File: config.mk
export PLATFORM = sky130hd
export DESIGN_NAME = dbg_xfer_master
export DESIGN_NICKNAME = d
export VERILOG_FILES = /design/src/rtl/dbg_xfer_pkg.sv /design/src/rtl/dbg_half_timer.sv /design/src/rtl/dbg_frame_shifter.sv /design/src/rtl/dbg_reply_classify.sv /design/src/rtl/dbg_xfer_master.sv
export SDC_FILE = /design/constraint.sdc
export NUM_CORES = 1
export LEC_CHECK = 0
export BUFFER_PORTS_ARGS = -buffer_cell sky130_fd_sc_hd__buf_2
export CAP_MARGIN = 20
export CORE_UTILIZATION = 35
export CTS_CLUSTER_SIZE = 28
export DETAILED_ROUTE_END_ITERATION = 10
export PLACE_DENSITY = 0.59
export SLEW_MARGIN = 20
export SYNTH_ARGS = -nofsm -noshare
export SYNTH_HDL_FRONTEND = slang
export SYNTH_SLANG_ARGS = --single-unit
File: constraint.sdc
create_clock -name clk -period 6.14 [get_ports clk]
set_input_delay 1.228 -clock clk [delete_from_list [all_inputs] [get_ports clk]]
set_output_delay 1.228 -clock clk [all_outputs]
set_load 0.01 [all_outputs]
File: src/rtl/dbg_xfer_pkg.sv
package dbg_xfer_pkg;
   typedef enum logic [2:0] {
      CLS_DATA    = 3'd0,
      CLS_OK      = 3'd1,
      CLS_WAIT    = 3'd2,
      CLS_BUSERR  = 3'd3,
      CLS_ILLEGAL = 3'd4
   } dbg_cls_e;

   typedef enum logic [1:0] {
      ST_IDLE = 2'd0,
      ST_LOW  = 2'd1,
      ST_HIGH = 2'd2
   } dbg_st_e;
endpackage

File: src/rtl/dbg_half_timer.sv
module dbg_half_timer #(
   parameter int DIV_W    = 8,
   parameter int MIN_HALF = 2
) (
   input  logic             clk,
   input  logic             rst_n,
   input  logic             load_i,
   input  logic [DIV_W-1:0] div_i,
   input  logic             active_i,
   output logic             tick_o
);
   localparam logic [DIV_W-1:0] MIN_V = DIV_W'(MIN_HALF);

   logic [DIV_W-1:0] half_q;
   logic [DIV_W-1:0] half_d;
   logic [DIV_W-1:0] cnt_q;

   generate
      if (MIN_HALF <= 1) begin : g_noclamp
         assign half_d = (div_i == '0) ? DIV_W'(1) : div_i;
      end else begin : g_clamp
         assign half_d = (div_i < MIN_V) ? MIN_V : div_i;
      end
   endgenerate

   assign tick_o = active_i && (cnt_q == half_q - DIV_W'(1));

   always_ff @(posedge clk or negedge rst_n) begin
      if (!rst_n) begin
         half_q <= MIN_V;
         cnt_q  <= '0;
      end else begin
         if (load_i) half_q <= half_d;
         if (load_i || !active_i || tick_o) cnt_q <= '0;
         else                               cnt_q <= cnt_q + DIV_W'(1);
      end
   end
endmodule

File: src/rtl/dbg_frame_shifter.sv
module dbg_frame_shifter #(
   parameter int DATA_W = 16
) (
   input  logic            clk,
   input  logic            rst_n,
   input  logic            load_i,
   input  logic [DATA_W-1:0] word_i,
   input  logic            shift_i,
   input  logic            sample_i,
   input  logic            dso_i,
   output logic            dsi_o,
   output logic [DATA_W:0] rx_o
);
   localparam int FRAME_W = DATA_W + 1;

   logic [FRAME_W-1:0] tx_q;
   logic [FRAME_W-1:0] rx_q;

   assign dsi_o = tx_q[FRAME_W-1];
   assign rx_o  = rx_q;

   always_ff @(posedge clk or negedge rst_n) begin
      if (!rst_n) begin
         tx_q <= '0;
         rx_q <= '0;
      end else begin
         if (load_i)       tx_q <= {1'b0, word_i};
         else if (shift_i) tx_q <= {tx_q[FRAME_W-2:0], 1'b0};
         if (sample_i)     rx_q <= {rx_q[FRAME_W-2:0], dso_i};
      end
   end
endmodule

File: src/rtl/dbg_reply_classify.sv
module dbg_reply_classify
   import dbg_xfer_pkg::*;
#(
   parameter int DATA_W = 16
) (
   input  logic [DATA_W:0] word_i,
   output dbg_cls_e        cls_o
);
   localparam logic [DATA_W-1:0] ALL1 = '1;
   localparam logic [DATA_W-1:0] ONE  = DATA_W'(1);

   logic [DATA_W-1:0] val;
   assign val = word_i[DATA_W-1:0];

   always_comb begin
      if (!word_i[DATA_W]) begin
         cls_o = (val == ALL1) ? CLS_OK : CLS_DATA;
      end else if (val == '0) begin
         cls_o = CLS_WAIT;
      end else if (val == ONE) begin
         cls_o = CLS_BUSERR;
      end else begin
         cls_o = CLS_ILLEGAL;
      end
   end
endmodule

File: src/rtl/dbg_xfer_master.sv
module dbg_xfer_master
   import dbg_xfer_pkg::*;
#(
   parameter int DATA_W   = 16,
   parameter int DIV_W    = 8,
   parameter int RETRY_W  = 4,
   parameter int MIN_HALF = 2
) (
   input  logic               clk,
   input  logic               rst_n,
   input  logic               start_i,
   input  logic [DATA_W-1:0]  payload_i,
   input  logic [DIV_W-1:0]   div_i,
   input  logic [RETRY_W-1:0] retry_max_i,
   output logic               dsclk_o,
   output logic               dsi_o,
   input  logic               dso_i,
   output logic               busy_o,
   output logic               done_o,
   output logic [DATA_W:0]    reply_o,
   output logic [2:0]         class_o,
   output logic               timeout_o
);
   localparam int FRAME_W = DATA_W + 1;
   localparam int BIT_W   = $clog2(FRAME_W);
   localparam logic [BIT_W-1:0] LAST_BIT = BIT_W'(FRAME_W - 1);

   generate
      if (DATA_W < 2) begin : g_bad_data
         $error("DATA_W must be at least 2");
      end
      if (DIV_W < 2) begin : g_bad_div
         $error("DIV_W must be at least 2");
      end
      if (RETRY_W < 1) begin : g_bad_retry
         $error("RETRY_W must be at least 1");
      end
      if (MIN_HALF < 1 || MIN_HALF >= (1 << DIV_W)) begin : g_bad_min
         $error("MIN_HALF out of range for DIV_W");
      end
   endgenerate

   dbg_st_e            st_q;
   logic [BIT_W-1:0]   bit_q;
   logic [RETRY_W-1:0] retry_q;
   logic [RETRY_W-1:0] rmax_q;
   logic               tick;
   logic               accept;
   logic               frame_end;
   logic               retry_go;
   logic               load;
   logic [DATA_W-1:0]  load_word;
   logic [DATA_W:0]    rx_word;
   dbg_cls_e           cls;

   assign accept    = (st_q == ST_IDLE) && start_i;
   assign frame_end = (st_q == ST_HIGH) && tick && (bit_q == LAST_BIT);
   assign retry_go  = frame_end && (cls == CLS_WAIT) && (retry_q < rmax_q);
   assign load      = accept || retry_go;
   assign load_word = accept ? payload_i : '0;
   assign dsclk_o   = (st_q != ST_LOW);

   dbg_half_timer #(.DIV_W(DIV_W), .MIN_HALF(MIN_HALF)) timer_i (
      .clk      (clk),
      .rst_n    (rst_n),
      .load_i   (accept),
      .div_i    (div_i),
      .active_i (busy_o),
      .tick_o   (tick)
   );

   dbg_frame_shifter #(.DATA_W(DATA_W)) shifter_i (
      .clk      (clk),
      .rst_n    (rst_n),
      .load_i   (load),
      .word_i   (load_word),
      .shift_i  ((st_q == ST_HIGH) && tick && (bit_q != LAST_BIT)),
      .sample_i ((st_q == ST_LOW) && tick),
      .dso_i    (dso_i),
      .dsi_o    (dsi_o),
      .rx_o     (rx_word)
   );

   dbg_reply_classify #(.DATA_W(DATA_W)) classify_i (
      .word_i (rx_word),
      .cls_o  (cls)
   );

   always_ff @(posedge clk or negedge rst_n) begin
      if (!rst_n) begin
         st_q      <= ST_IDLE;
         bit_q     <= '0;
         retry_q   <= '0;
         rmax_q    <= '0;
         busy_o    <= 1'b0;
         done_o    <= 1'b0;
         reply_o   <= '0;
         class_o   <= 3'd0;
         timeout_o <= 1'b0;
      end else begin
         done_o <= 1'b0;
         unique case (st_q)
            ST_IDLE: begin
               if (start_i) begin
                  st_q    <= ST_LOW;
                  busy_o  <= 1'b1;
                  bit_q   <= '0;
                  retry_q <= '0;
                  rmax_q  <= retry_max_i;
               end
            end
            ST_LOW: begin
               if (tick) st_q <= ST_HIGH;
            end
            ST_HIGH: begin
               if (tick) begin
                  if (bit_q != LAST_BIT) begin
                     bit_q <= bit_q + BIT_W'(1);
                     st_q  <= ST_LOW;
                  end else if (retry_go) begin
                     retry_q <= retry_q + RETRY_W'(1);
                     bit_q   <= '0;
                     st_q    <= ST_LOW;
                  end else begin
                     st_q      <= ST_IDLE;
                     busy_o    <= 1'b0;
                     done_o    <= 1'b1;
                     reply_o   <= rx_word;
                     class_o   <= cls;
                     timeout_o <= (cls == CLS_WAIT) && (rmax_q != '0);
                  end
               end
            end
            default: st_q <= ST_IDLE;
         endcase
      end
   end
endmodule

After elaboration in Yosys (flattened, before gate mapping). Index checks and enable logic that the tools add are counted.

Bits in registers: 88. Input bits: 32. Output and inout bits: 25. Logic and storage cells: 95.

Add/sub/neg operators: 4. Magnitude comparators: 2. Equality and inequality tests: 16. Muxes and demuxes: 34. Bitwise gates (word level): 2. Reductions and logical operators: 24.

Operator list (number): two-way mux 17 bit (2); two-way mux 5 bit (4); == test 16 x 1 -> 1 bit (second input constant) (1); == test 16 bit (second input constant) (1); zero test 16 bit (1); two-way mux 16 bit (1); two-way mux 4 bit (4); two-way mux 8 bit (2); inequality test 2 bit (second input constant) (6); two-way mux 1 bit (11); case mux 5 bit (2 select lines) (1); AND reduction 5 bit (2); logical AND 1 bit (9); two-way mux 3 bit (3); adder 8 x 1 -> 8 bit (second input constant) (1); == test 8 bit (1); < comparator 8 x 2 -> 1 bit (second input constant) (1); case mux 4 bit (2 select lines) (1); AND reduction 4 bit (2); subtractor 8 x 1 -> 8 bit (second input constant) (1); two-way mux 2 bit (3); case mux 2 bit (3 select lines) (1); adder 5 x 1 -> 5 bit (second input constant) (1); == test 5 bit (second input constant) (1); other kinds (17) (21).

Longest topological paths before layout.
Depth in word-level cells: 11. Gate-level depth with buffers: 10. Mapped depth without buffers: 8.

Hierarchy. A second synthesis with hierarchy kept.

Cells, all modules: 375. Area, all modules: 4424.2 um^2.

By module, submodules not included: dbg_xfer_master (times used 1, cells an instance 160, area an instance 1894.3 um^2, sequential area each 950.9 um^2); dbg_frame_shifter (times used 1, cells an instance 108, area an instance 1466.4 um^2, sequential area each 850.8 um^2); dbg_half_timer (times used 1, cells an instance 94, area an instance 957.2 um^2, sequential area each 401.6 um^2); dbg_reply_classify (times used 1, cells an instance 13, area an instance 106.4 um^2, sequential area each 0.0 um^2).

Least setup slack after synthesis. No wires, ideal clock.

Kind: register -> register. Start: reg timer_i.half_q[1]. End: reg reply_o[10]. Setup time: 0.125 ns. Arrival: 2.485 ns. Required time: 6.015 ns. Setup slack: 3.530 ns. Cell stages (with the launch flop): 11. Path buffers: 2. Clock period less this slack: 2.610 ns. Cells stage by stage: dfstp_2 > inv_1 > ha_1 > xnor2_1 > and4b_1 > a41oi_1 > a211o_1 > or3_1 > buf_2 > buf_6 > mux2_4.

Longest elaborated chain between the ends: 9.

Ends and longest elaborated chain: start: declaration (RTL line dbg_half_timer.sv:14) `logic [DIV_W-1:0] half_q;`; start signal: assignment (RTL line dbg_half_timer.sv:33) `if (load_i) half_q <= half_d;`; subtractor 8 x 1 -> 8 bit * (RTL line dbg_half_timer.sv:26) `assign tick_o = active_i && (cnt_q == half_q - DIV_W'(1));`; == test 8 bit * (RTL line dbg_half_timer.sv:26); logical AND 1 bit * (RTL line dbg_half_timer.sv:26); logical AND 1 bit (2 in series) (RTL line dbg_xfer_master.sv:57) `assign frame_end = (st_q == ST_HIGH) && tick && (bit_q == LAST_BIT);`; logical AND 1 bit (2 in series) (RTL line dbg_xfer_master.sv:58) `assign retry_go = frame_end && (cls == CLS_WAIT) && (retry_q < rmax_q);`; NOT 1 bit (no line); AND reduction 4 bit (no line) *; end signal: assignment (RTL line dbg_xfer_master.sv:128) `reply_o <= rx_word;`; end: declaration (RTL line dbg_xfer_master.sv:20) `output logic [DATA_W:0] reply_o,`.

Mark *: on every way between the ends. The rest lies on a longest branch, timed or not. A chain may end at the register's enable or synchronous reset.

Worst setup path after layout.
Start: reg timer_i.half_q[1]. End: reg shifter_i.rx_q[13] (netlist: shifter_i.rx_o[13]).

Longest elaborated chain between the ends: 4.

Ends and longest elaborated chain: subtractor 8 x 1 -> 8 bit (RTL line dbg_half_timer.sv:26); == test 8 bit (RTL line dbg_half_timer.sv:26); logical AND 1 bit (RTL line dbg_half_timer.sv:26); logical AND 1 bit (RTL line dbg_xfer_master.sv:78) `.sample_i ((st_q == ST_LOW) && tick),`; end signal: assignment (RTL line dbg_frame_shifter.sv:29) `if (sample_i) rx_q <= {rx_q[FRAME_W-2:0], dso_i};`; end: declaration (RTL line dbg_frame_shifter.sv:17) `logic [FRAME_W-1:0] rx_q;`.

Every way passes these cells.

==> run metrics <==
status finished with violations; failing checks DRC; layout cells sized above 1 0.288; cell area power density 247 nW/um2; commonest cells after routing, fill and taps aside 87 x dfrtp_1, 55 x buf_2, 44 x nand2_1; Clk pwr share 0.514; ys async rst share 1.00; clock root buffer master clkbuf_16; Sum Neg Setup Slack 0 ns; largest net degree at the start of global routing 52; GPL Wtd Cong 0.781; ranking of synthesized cells by area dfrtp_1 51%, mux2_4 6.0%, mux2_2 5.3%, nand2_1 3.9%, nor2_1 3.6%; CP Data Required Time roughly 6.4 ns; die extent in y between 100 and 150 um; initial drt markers about 110; RSZ-0062 raised after global routing no; I/O pins 57; Lkg Pwr ~2.5 nW; Worst EP arrival 3.30 ns; vias in the first global route roughly 3,200; Synth top area share 0.511; hold_sp shifter_i.tx_q[14]; average vias per placed instance 5.19; worst hold path depth 1; H-tree depth 3; row cnt 39; Detail Route Antenna Nets 0; top_reg_cell synth dfrtp_1; Max Cap Viol 0; relative slew slack 0.402; Overall Power about 0.0012 W; Tmin final 3.08 ns; Post-CTS Repair Setup Buffers 0; Hold Path Class flip-flop to flip-flop; R2R cell count 8; Die X roughly 110 um; Avg WL per Cell ~15 um; Comb pwr share 0.019; fillers around 1,100; Synth Cell Area about 4300 um2; routed wire length around 9.1 mm; crit-path cells inv_1, ha_1, xnor2_1, and4b_1, a41oi_1, a211o_1, or2_1, mux2_2; Psw 0.000252 W; most common cell after layout, fill and taps aside dfrtp_1; routed via count roughly 3,100; Ys Warns 0; Max Fanout on Critical Path 18; Area Growth Syn to Fin 17.8%; IO Port Bufs between 50 and 60; Fin Clk Skew between 0.008 and 0.009 ns; CTS Hold Buffers Added 0; WHS Endpoint shifter_i.tx_q[14]; final worst path period share 0.501; Reg power frac 0.467; Post-Syn Nets roughly 430; Int Pwr just under 0.001 W; slowest CP cell or2_1; CTS Buffer Depth 2; antenna violations before repair 0; placed instance count approximately 580; Crit. Startpoint timer_i.half_q[1]; FF-to-FF setup slack around 3.1 ns; HPWL after detailed placement ~6.3 mm; Distinct cells, synth 48; Switching Share 0.203; CTS tree done; Hold Fails Final Rpt 0; R2R Path Start timer_i.half_q[1]; worst hold slack around 0.50 ns; largest area contributor in the netlist dfrtp_1; Startpoint Class flip-flop; sequential area share after synthesis 0.517; Die ar. 12,600 um2; clock slew at reported path FFs 0.06 ns; PostCTS Resize Cnt 0; final setup fails 0; flops & latches, synth a little under 90; starting density of the core 0.365; # DRC 4; first-pass GRT wire length between 15 and 20 mm; Non-Filler Instances 595; CTS buffer count 9; FF-to-FF End shifter_i.rx_o[13]; number of synthesized flops with an enable pin 0; Crit path largest cell delay roughly 0.67 ns; post-synthesis average cell area approximately 11 um2; ant diodes 0; CP Capture Type flip-flop; Max Slew Vio Count 0; f_max 325 MHz; Final Net Count between 400 and 500; actual slew at the worst max-slew pin ~0.9 ns; gate count of the mapped netlist between 300 and 400; Tot GR Track Use 0.157; core area 11,700 um2; Max VDD drop approximately 140 uV; clk_lat worst skew approximately 0.34 ns; Pre-antenna DRT Iters 7; critical path class flip-flop to flip-flop; gr ovfl total 0; clk sinks 88
## per-layer routing
layer  vias to the layer above  wire [um]  track usage
met5                         -          0            0
met4                         0        124       0.0764
met3                        11        466       0.0319
met2                        82       3880        0.226
met1                      1489       4590        0.225
li1                       1507          -            -
## cell usage after synthesis, types with 6 or more instances
master,n
nand4_1,10
nor2_1,41
nand3_1,11
o221a_2,9
xnor2_1,6
xor2_1,8
nand2b_1,8
ha_1,8
a21oi_1,10
clkbuf_1,11
buf_2,6
nand2_1,44
o21ai_0,22
mux2_2,20
dfrtp_1,87
mux2_4,17
o32a_1,6
inv_1,16
## worst max-delay path, delay by kind of cell (launching register included)
family | cells | cell delay, ns
flip-flops | 1 | 0.55
multiplexers | 1 | 0.42
AND/OR/NAND/NOR | 2 | 0.87
XOR/XNOR | 1 | 0.15
AO/OA/AOI/OAI | 2 | 0.64
adder cells (fa/ha/maj) | 1 | 0.26
buffers and inverters | 1 | 0.06
## cells by family after synthesis
group | Yosys count | share of synthesized area
fa+ha+maj | 8 | 0.0235
flops | 88 | 0.517
compound gates | 71 | 0.121
mux | 41 | 0.122
simple gates | 137 | 0.151
xor+xnor | 14 | 0.0288
buf+inv | 35 | 0.0361
## worst max path at each step
stage | endpoint | cells after the start
6_report | shifter_i.rx_o[13] | 8
4_1_cts | shifter_i.rx_o[13] | 8
3_3_place_gp | shifter_i.rx_o[11] | 8
5_1_grt | shifter_i.rx_o[0] | 8
3_5_place_dp | shifter_i.rx_o[13] | 8
2_1_floorplan | reply_o[10] | 10
## power groups by stage
| stage | clock (W) | sequential [W] | combinational, W |
|---|---|---|---|
| final | 0.000638 | 0.000580 | 0.0000235 |
| after global routing | 0.000676 | 0.000580 | 0.0000272 |
| after CTS | 0.000654 | 0.000580 | 0.0000246 |
| after global placement | 0 | 0.000591 | 0.0000241 |
| after detailed placement | 0 | 0.000591 | 0.0000245 |
| after floorplan | 0 | 0.000591 | 0.000000941 |
## state kept, by name, indices dropped and copies added, names as in the netlist
register,cells
st_q,2
busy_o,1
reply_o,17
timeout_o,1
timer_i.half_q,8
timer_i.cnt_q,8
done_o,1
class_o,3
retry_q,4
shifter_i.tx_q,17
bit_q,5
rmax_q,4
shifter_i.rx_o,17
## final cells by class
cell class	instances	area (um2)	share of cell area
well taps	143	179	0.0356
clock inverters	7	124	0.0247
flip-flops and latches	88	2200	0.439
clock buffers	9	225	0.0449
multi-input cells	271	1910	0.380
inverters	16	60.1	0.0120
repair buffers	61	320	0.0638
## per-stage QoR
stage | utilization | setup WS (ns) | area, um2
after floorplan | - | 3.53 | 4260
after global placement | 0.401 | 3.17 | 4670
after detailed placement | 0.401 | 3.10 | 4670
after CTS | 0.431 | 3.09 | 5020
after global routing | 0.431 | 2.84 | 5020
final | 0.431 | 3.06 | 5020
(Power assumes the default switching activity.)
